<file path="config.mk">
export PLATFORM = sky130hd
export DESIGN_NAME = pkt_fifo_rewind
export DESIGN_NICKNAME = d
export VERILOG_FILES = /design/src/rtl/pktf_pkg.sv /design/src/rtl/pktf_ptr_ctl.sv /design/src/rtl/pktf_store.sv /design/src/rtl/pktf_status.sv /design/src/rtl/pkt_fifo_rewind.sv
export SDC_FILE = /design/constraint.sdc
export NUM_CORES = 1
export LEC_CHECK = 0
export BUFFER_PORTS_ARGS = -buffer_cell sky130_fd_sc_hd__buf_4
export CAP_MARGIN = 20
export CORE_ASPECT_RATIO = 0.7
export CORE_MARGIN = 10
export CORE_UTILIZATION = 25
export DETAILED_ROUTE_END_ITERATION = 8
export PLACE_DENSITY = 0.38
export SLEW_MARGIN = 20
export SYNTH_ARGS = -nofsm -noshare
export SYNTH_HDL_FRONTEND = slang
export SYNTH_SLANG_ARGS = --single-unit
</file>
<file path="constraint.sdc">
create_clock -name clk_i -period 6.9 [get_ports clk_i]
set_input_delay 0.345 -clock clk_i [delete_from_list [all_inputs] [get_ports clk_i]]
set_output_delay 0.345 -clock clk_i [all_outputs]
set_load 0.1 [all_outputs]
</file>
<file path="src/rtl/pktf_pkg.sv">
package pktf_pkg;
    // Per-cycle command for one side's pointer pair.
    typedef struct packed {
        logic step;  // advance live pointer by one word
        logic save;  // copy (advanced) live pointer into saved pointer
        logic back;  // return live pointer to saved pointer, overrides the rest
    } ptr_cmd_t;
endpackage

</file>
<file path="src/rtl/pktf_ptr_ctl.sv">
module pktf_ptr_ctl
    import pktf_pkg::*;
#(
    parameter int PW = 5
) (
    input  logic          clk_i,
    input  logic          rst_ni,
    input  ptr_cmd_t      cmd_i,
    input  logic          hold_i,
    output logic [PW-1:0] ptr_o,
    output logic [PW-1:0] mark_o,
    output logic          adv_o
);
    typedef struct packed {
        logic [PW-1:0] ptr;
        logic [PW-1:0] mark;
    } st_t;

    st_t st_d, st_q;

    always_comb begin
        st_d  = st_q;
        adv_o = cmd_i.step & ~hold_i & ~cmd_i.back;
        if (cmd_i.back) begin
            st_d.ptr = st_q.mark;
        end else begin
            st_d.ptr = st_q.ptr + {{(PW-1){1'b0}}, adv_o};
            if (cmd_i.save) begin
                st_d.mark = st_d.ptr;
            end
        end
    end

    always_ff @(posedge clk_i or negedge rst_ni) begin
        if (!rst_ni) begin
            st_q <= '0;
        end else begin
            st_q <= st_d;
        end
    end

    assign ptr_o  = st_q.ptr;
    assign mark_o = st_q.mark;

    // a back pulse lands the live pointer on the saved one
    p_back_to_mark_r8: assert property (@(posedge clk_i) disable iff (!rst_ni)
        cmd_i.back |=> (ptr_o == $past(mark_o)));

    // a back pulse leaves the saved pointer alone
    p_back_keeps_mark_r6: assert property (@(posedge clk_i) disable iff (!rst_ni)
        cmd_i.back |=> $stable(mark_o));
endmodule

</file>
<file path="src/rtl/pktf_store.sv">
module pktf_store #(
    parameter int DATA_W = 32,
    parameter int AW     = 4
) (
    input  logic              clk_i,
    input  logic              we_i,
    input  logic [AW-1:0]     waddr_i,
    input  logic [DATA_W-1:0] wdata_i,
    input  logic [AW-1:0]     raddr_i,
    output logic [DATA_W-1:0] rdata_o
);
    localparam int SLOTS = 1 << AW;

    logic [DATA_W-1:0] mem_q [SLOTS];

    always_ff @(posedge clk_i) begin
        if (we_i) begin
            mem_q[waddr_i] <= wdata_i;
        end
    end

    assign rdata_o = mem_q[raddr_i];
endmodule

</file>
<file path="src/rtl/pktf_status.sv">
module pktf_status #(
    parameter int AW = 4
) (
    input  logic        clk_i,
    input  logic        rst_ni,
    input  logic [AW:0] wr_ptr_i,
    input  logic [AW:0] wr_mark_i,
    input  logic [AW:0] rd_ptr_i,
    input  logic [AW:0] rd_mark_i,
    output logic [AW:0] occupancy_o,
    output logic [AW:0] vacancy_o,
    output logic        empty_o,
    output logic        full_o,
    output logic        almost_empty_o,
    output logic        almost_full_o,
    output logic        deadlock_o,
    output logic        err_irq_o
);
    localparam logic [AW:0] CAP = {1'b1, {AW{1'b0}}};
    localparam logic [AW:0] ONE = {{AW{1'b0}}, 1'b1};

    logic [AW:0] held;
    logic        irq_d, irq_q;

    always_comb begin
        held           = wr_ptr_i - rd_mark_i;
        occupancy_o    = wr_mark_i - rd_ptr_i;
        vacancy_o      = CAP - held;
        full_o         = (held == CAP);
        empty_o        = (occupancy_o == '0);
        almost_empty_o = (occupancy_o == ONE);
        almost_full_o  = (vacancy_o == ONE);
        deadlock_o     = full_o & empty_o;
        irq_d          = irq_q | deadlock_o;
    end

    always_ff @(posedge clk_i or negedge rst_ni) begin
        if (!rst_ni) begin
            irq_q <= 1'b0;
        end else begin
            irq_q <= irq_d;
        end
    end

    assign err_irq_o = irq_q;

    p_irq_sticky_r10: assert property (@(posedge clk_i) disable iff (!rst_ni)
        err_irq_o |=> err_irq_o);

    p_deadlock_raises_irq_r10: assert property (@(posedge clk_i) disable iff (!rst_ni)
        deadlock_o |=> err_irq_o);
endmodule

</file>
<file path="src/rtl/pkt_fifo_rewind.sv">
module pkt_fifo_rewind
    import pktf_pkg::*;
#(
    parameter int DATA_W     = 32,
    parameter int DEPTH_LOG2 = 4
) (
    input  logic                  clk_i,
    input  logic                  rst_ni,
    input  logic                  wr_en_i,
    input  logic [DATA_W-1:0]     wr_data_i,
    input  logic                  wr_commit_i,
    input  logic                  wr_abort_i,
    input  logic                  rd_en_i,
    output logic [DATA_W-1:0]     rd_data_o,
    input  logic                  rd_release_i,
    input  logic                  rd_rewind_i,
    output logic [DEPTH_LOG2:0]   occupancy_o,
    output logic [DEPTH_LOG2:0]   vacancy_o,
    output logic                  empty_o,
    output logic                  full_o,
    output logic                  almost_empty_o,
    output logic                  almost_full_o,
    output logic                  deadlock_o,
    output logic                  err_irq_o
);
    localparam int          AW  = DEPTH_LOG2;
    localparam int          PW  = AW + 1;
    localparam logic [PW-1:0] CAP = {1'b1, {AW{1'b0}}};

    ptr_cmd_t      wr_cmd, rd_cmd;
    logic [PW-1:0] wr_ptr, wr_mark, rd_ptr, rd_mark;
    logic          wr_adv, rd_adv;

    assign wr_cmd = '{step: wr_en_i, save: wr_commit_i, back: wr_abort_i};
    assign rd_cmd = '{step: rd_en_i, save: rd_release_i, back: rd_rewind_i};

    pktf_ptr_ctl #(.PW(PW)) u_wr_side (
        .clk_i  (clk_i),
        .rst_ni (rst_ni),
        .cmd_i  (wr_cmd),
        .hold_i (full_o),
        .ptr_o  (wr_ptr),
        .mark_o (wr_mark),
        .adv_o  (wr_adv)
    );

    pktf_ptr_ctl #(.PW(PW)) u_rd_side (
        .clk_i  (clk_i),
        .rst_ni (rst_ni),
        .cmd_i  (rd_cmd),
        .hold_i (empty_o),
        .ptr_o  (rd_ptr),
        .mark_o (rd_mark),
        .adv_o  (rd_adv)
    );

    pktf_store #(.DATA_W(DATA_W), .AW(AW)) u_store (
        .clk_i   (clk_i),
        .we_i    (wr_adv),
        .waddr_i (wr_ptr[AW-1:0]),
        .wdata_i (wr_data_i),
        .raddr_i (rd_ptr[AW-1:0]),
        .rdata_o (rd_data_o)
    );

    pktf_status #(.AW(AW)) u_status (
        .clk_i          (clk_i),
        .rst_ni         (rst_ni),
        .wr_ptr_i       (wr_ptr),
        .wr_mark_i      (wr_mark),
        .rd_ptr_i       (rd_ptr),
        .rd_mark_i      (rd_mark),
        .occupancy_o    (occupancy_o),
        .vacancy_o      (vacancy_o),
        .empty_o        (empty_o),
        .full_o         (full_o),
        .almost_empty_o (almost_empty_o),
        .almost_full_o  (almost_full_o),
        .deadlock_o     (deadlock_o),
        .err_irq_o      (err_irq_o)
    );

    // the producer never holds more than the capacity past the release point
    p_no_overflow_r3: assert property (@(posedge clk_i) disable iff (!rst_ni)
        (PW'(wr_ptr - rd_mark) <= CAP));

    // the consumer never runs past the commit point
    p_no_overread_r4: assert property (@(posedge clk_i) disable iff (!rst_ni)
        (PW'(rd_ptr - rd_mark) <= PW'(wr_mark - rd_mark)));

    // an accepted pop never happens on an empty FIFO
    p_pop_not_empty_r4: assert property (@(posedge clk_i) disable iff (!rst_ni)
        rd_adv |-> !empty_o);
endmodule

</file>
==> flow_metrics.tcl <==
set metrics [dict create \
    cts_made_buffers 54 \
    grt_util_met1 0.176 \
    overflow 0 \
    place_ws_ps 2440 \
    viasPerCell 4.44 \
    core.rowCount 89 \
    postRouteWirelength_mm 56.2 \
    clk_latency_ps 610 \
    io_buffers 87 \
    grt-busiest-layer "met1" \
    drt.antenna.violating_nets 0 \
    area_delta_synth_final_pct 17.5 \
    status "finished clean" \
    setup_tns_ps 0 \
    drive_above_1_share 0.254 \
    synth_common_cells "512 x edfxtp_1, 128 x mux2i_1, 64 x mux4_2, 48 x a221oi_1, 36 x nand2_1" \
    cp-end-kind "output port" \
    clock-sinks 533 \
    async_reset_ff_frac 0.0394 \
    antenna_cells 0 \
    design.die.area_um2 97100 \
    max_freq_mhz 212 \
    synth_top_area_share 0.725 \
    yosysMostFrequentCell "edfxtp_1" \
    met3_usage 0.0245 \
    post-route-period-util 0.683 \
    min_period_ps 4710 \
    rsz0062_at_grt "no" \
    worstMarginPinSlew_ps 1090 \
    ys_warn_count 0 \
    core-area_um2 84200 \
    setup_viol 0 \
    cp_slowest_cell "buf_4" \
    syn_area_per_cell_um2 19.9 \
    synth-seq-cells 533 \
    boundaryPins 88 \
    nets 1239 \
    path_clk_slew_ps 60 \
    cts_setup_buffers 0 \
    r2r_cells 10 \
    detail_route.iter0.violations 713 \
    cpPeakStageDelay_ps 720 \
    dieWidth_um 368 \
    crit_buf_inv 5 \
    drv_slew 0 \
    ys_top_cells_by_area "edfxtp_1 73%, mux4_2 6.8%, mux2i_1 6.0%" \
    firstDrtPassIters 5 \
    grt_first_pass_wirelength_mm 82.0 \
    wl_per_cell_um 23.8 \
    arrival_ps 4370 \
    yosys.area.top_type "edfxtp_1" \
    cts-resized-gates 0 \
    path_class "register to output port" \
    hp-class "primary input to register" \
    use_met2 0.161 \
    first_global_vias 11100 \
    hold_viol_final 0 \
    grt_max_degree 115 \
    clockRootBuffer "clkbuf_16" \
    cts_htree_levels 2 \
    critPathLaunchType "register" \
    synth_edf_count 512 \
    synth_seq_area_share 0.750 \
    cts_max_path_buffers 3 \
    cp.required_ps 6550 \
    synth_cell_types 42 \
    die_y_um 264 \
    vias 10500 \
    start_util 0.252 \
    syn_inst 1064 \
    netlist_area_um2 21200 \
    synth_nets 1121 \
    cp_max_fo 49 \
    hpwl_mm 32.2 \
    finalClockSkew_ps 10.3 \
    holdPathStages 1 \
    crit_chain "buf_4 > inv_1 > nor2_4 > buf_4 > buf_4 > a221oi_1 > o21a_1 > a221o_1 > buf_4" \
    path_depth 9 \
    timing.critical_path.mode_cell "buf_4" \
    grt_usage 0.114 \
    cp_top_family "buffers and inverters" \
    slew_headroom 0.271 \
    drc 0 \
    cap_viol_max_count 0 \
    antenna_found_initial 0 \
    synth-main-ff-cell "edfxtp_1" \
    setup_slack_ps 2190 \
    gp_congestion 0.687 \
    cts_tree "yes" \
]
## final cells by class
class | instances | area, µm²
repair buffers | 119 | 943
well taps | 1137 | 1420
clock buffers | 72 | 1470
flip-flops and latches | 533 | 15900
clock inverters | 24 | 188
multi-input cells | 458 | 4920
inverters | 16 | 60.1
fillers | 8303 | 59300
## state kept, by name, summed over array words and instances (netlist names)
name / flops
u_store.mem_q: 512
u_rd_side.mark_o: 5
u_rd_side.ptr_o: 5
u_wr_side.mark_o: 5
u_wr_side.ptr_o: 5
u_status.err_irq_o: 1
## layer usage
| layer | vias up | wire [µm] |
|---|---|---|
| met5 | - | 0 |
| met4 | 0 | 916 |
| met3 | 72 | 2370 |
| met2 | 203 | 23600 |
| met1 | 5568 | 29300 |
| li1 | 4636 | - |
## worst reg2reg max path, cell delays in order, from the launching register on
cell and delay [ps]:
dfrtp_1 530, inv_1 120, ha_1 230, fa_1 490
ha_1 230, and3_1 150, ha_1 270, nor3b_2 390
nand3_1 410, nor2_4 780, buf_4 470
## cell usage in the layout, fill, tap and decap left out, types with 3 or more instances in the layout
master	n
clkinv_2	7
inv_1	14
edfxtp_1	512
buf_4	111
mux4_2	64
clkinv_1	12
ha_1	15
nor2_1	5
bufinv_16	3
dlygate4sd3_1	5
a21oi_1	5
clkbuf_16	55
a221oi_2	16
xnor2_1	8
nand2_1	36
clkbuf_1	14
nand2b_1	3
a221oi_1	48
o21ai_0	32
clkbuf_8	3
mux2i_1	128
nor3_2	4
buf_12	3
a21o_1	3
xor2_1	7
nand3_1	5
dfrtp_1	17
a22oi_1	31
nor2_4	14
mux2_2	18
## cell families (layout without fill, tap and decap cells)
kind of cell | count (synthesis) | count (layout) | synth area share
fa+ha+maj | 17 | 17 | 0.0107
xor+xnor | 16 | 16 | 0.00726
buf+inv | 73 | 231 | 0.0237
flops | 533 | 533 | 0.750
simple gates | 77 | 77 | 0.0173
compound gates | 138 | 138 | 0.0532
mux | 210 | 210 | 0.138
## per-stage QoR
| step | std cells | hold slack, ps | utilization | cell area, µm² |
|---|---|---|---|---|
| 6_report | 2359 | 48.6 | 0.296 | 24900 |
| 5_1_grt | 2359 | 21.8 | 0.296 | 24900 |
| 3_5_place_dp | 2258 | 258 | 0.276 | 23200 |
| 2_1_floorplan | 1064 | 49.4 | - | 21200 |
| 4_1_cts | 2359 | 2.51 | 0.296 | 24900 |
| 3_3_place_gp | 2256 | 260 | 0.275 | 23200 |
## worst paths after layout
check | startpoint | end | slack (ps)
max reg2reg | u_wr_side.ptr_o[0] | u_store.mem_q[15][23] | 2480
max in group asynchronous | rst_ni | u_rd_side.ptr_o[0] | 6460
max | u_rd_side.ptr_o[1] | rd_data_o[30] | 2190
min in group asynchronous | rst_ni | u_wr_side.mark_o[4] | 180
min | wr_data_i[12] | u_store.mem_q[14][12] | 50
min reg2reg | u_status.err_irq_o | u_status.err_irq_o | 480
## repair_timing
action | in CTS | in global routing
hold endpoints to repair | 53 | 0
hold buffers | 5 | 0
setup endpoints to repair | 0 | 0
Power is left out: the tool's default activity adds up to more than one toggle a clock period on the data nets, which glitch-free logic cannot reach.
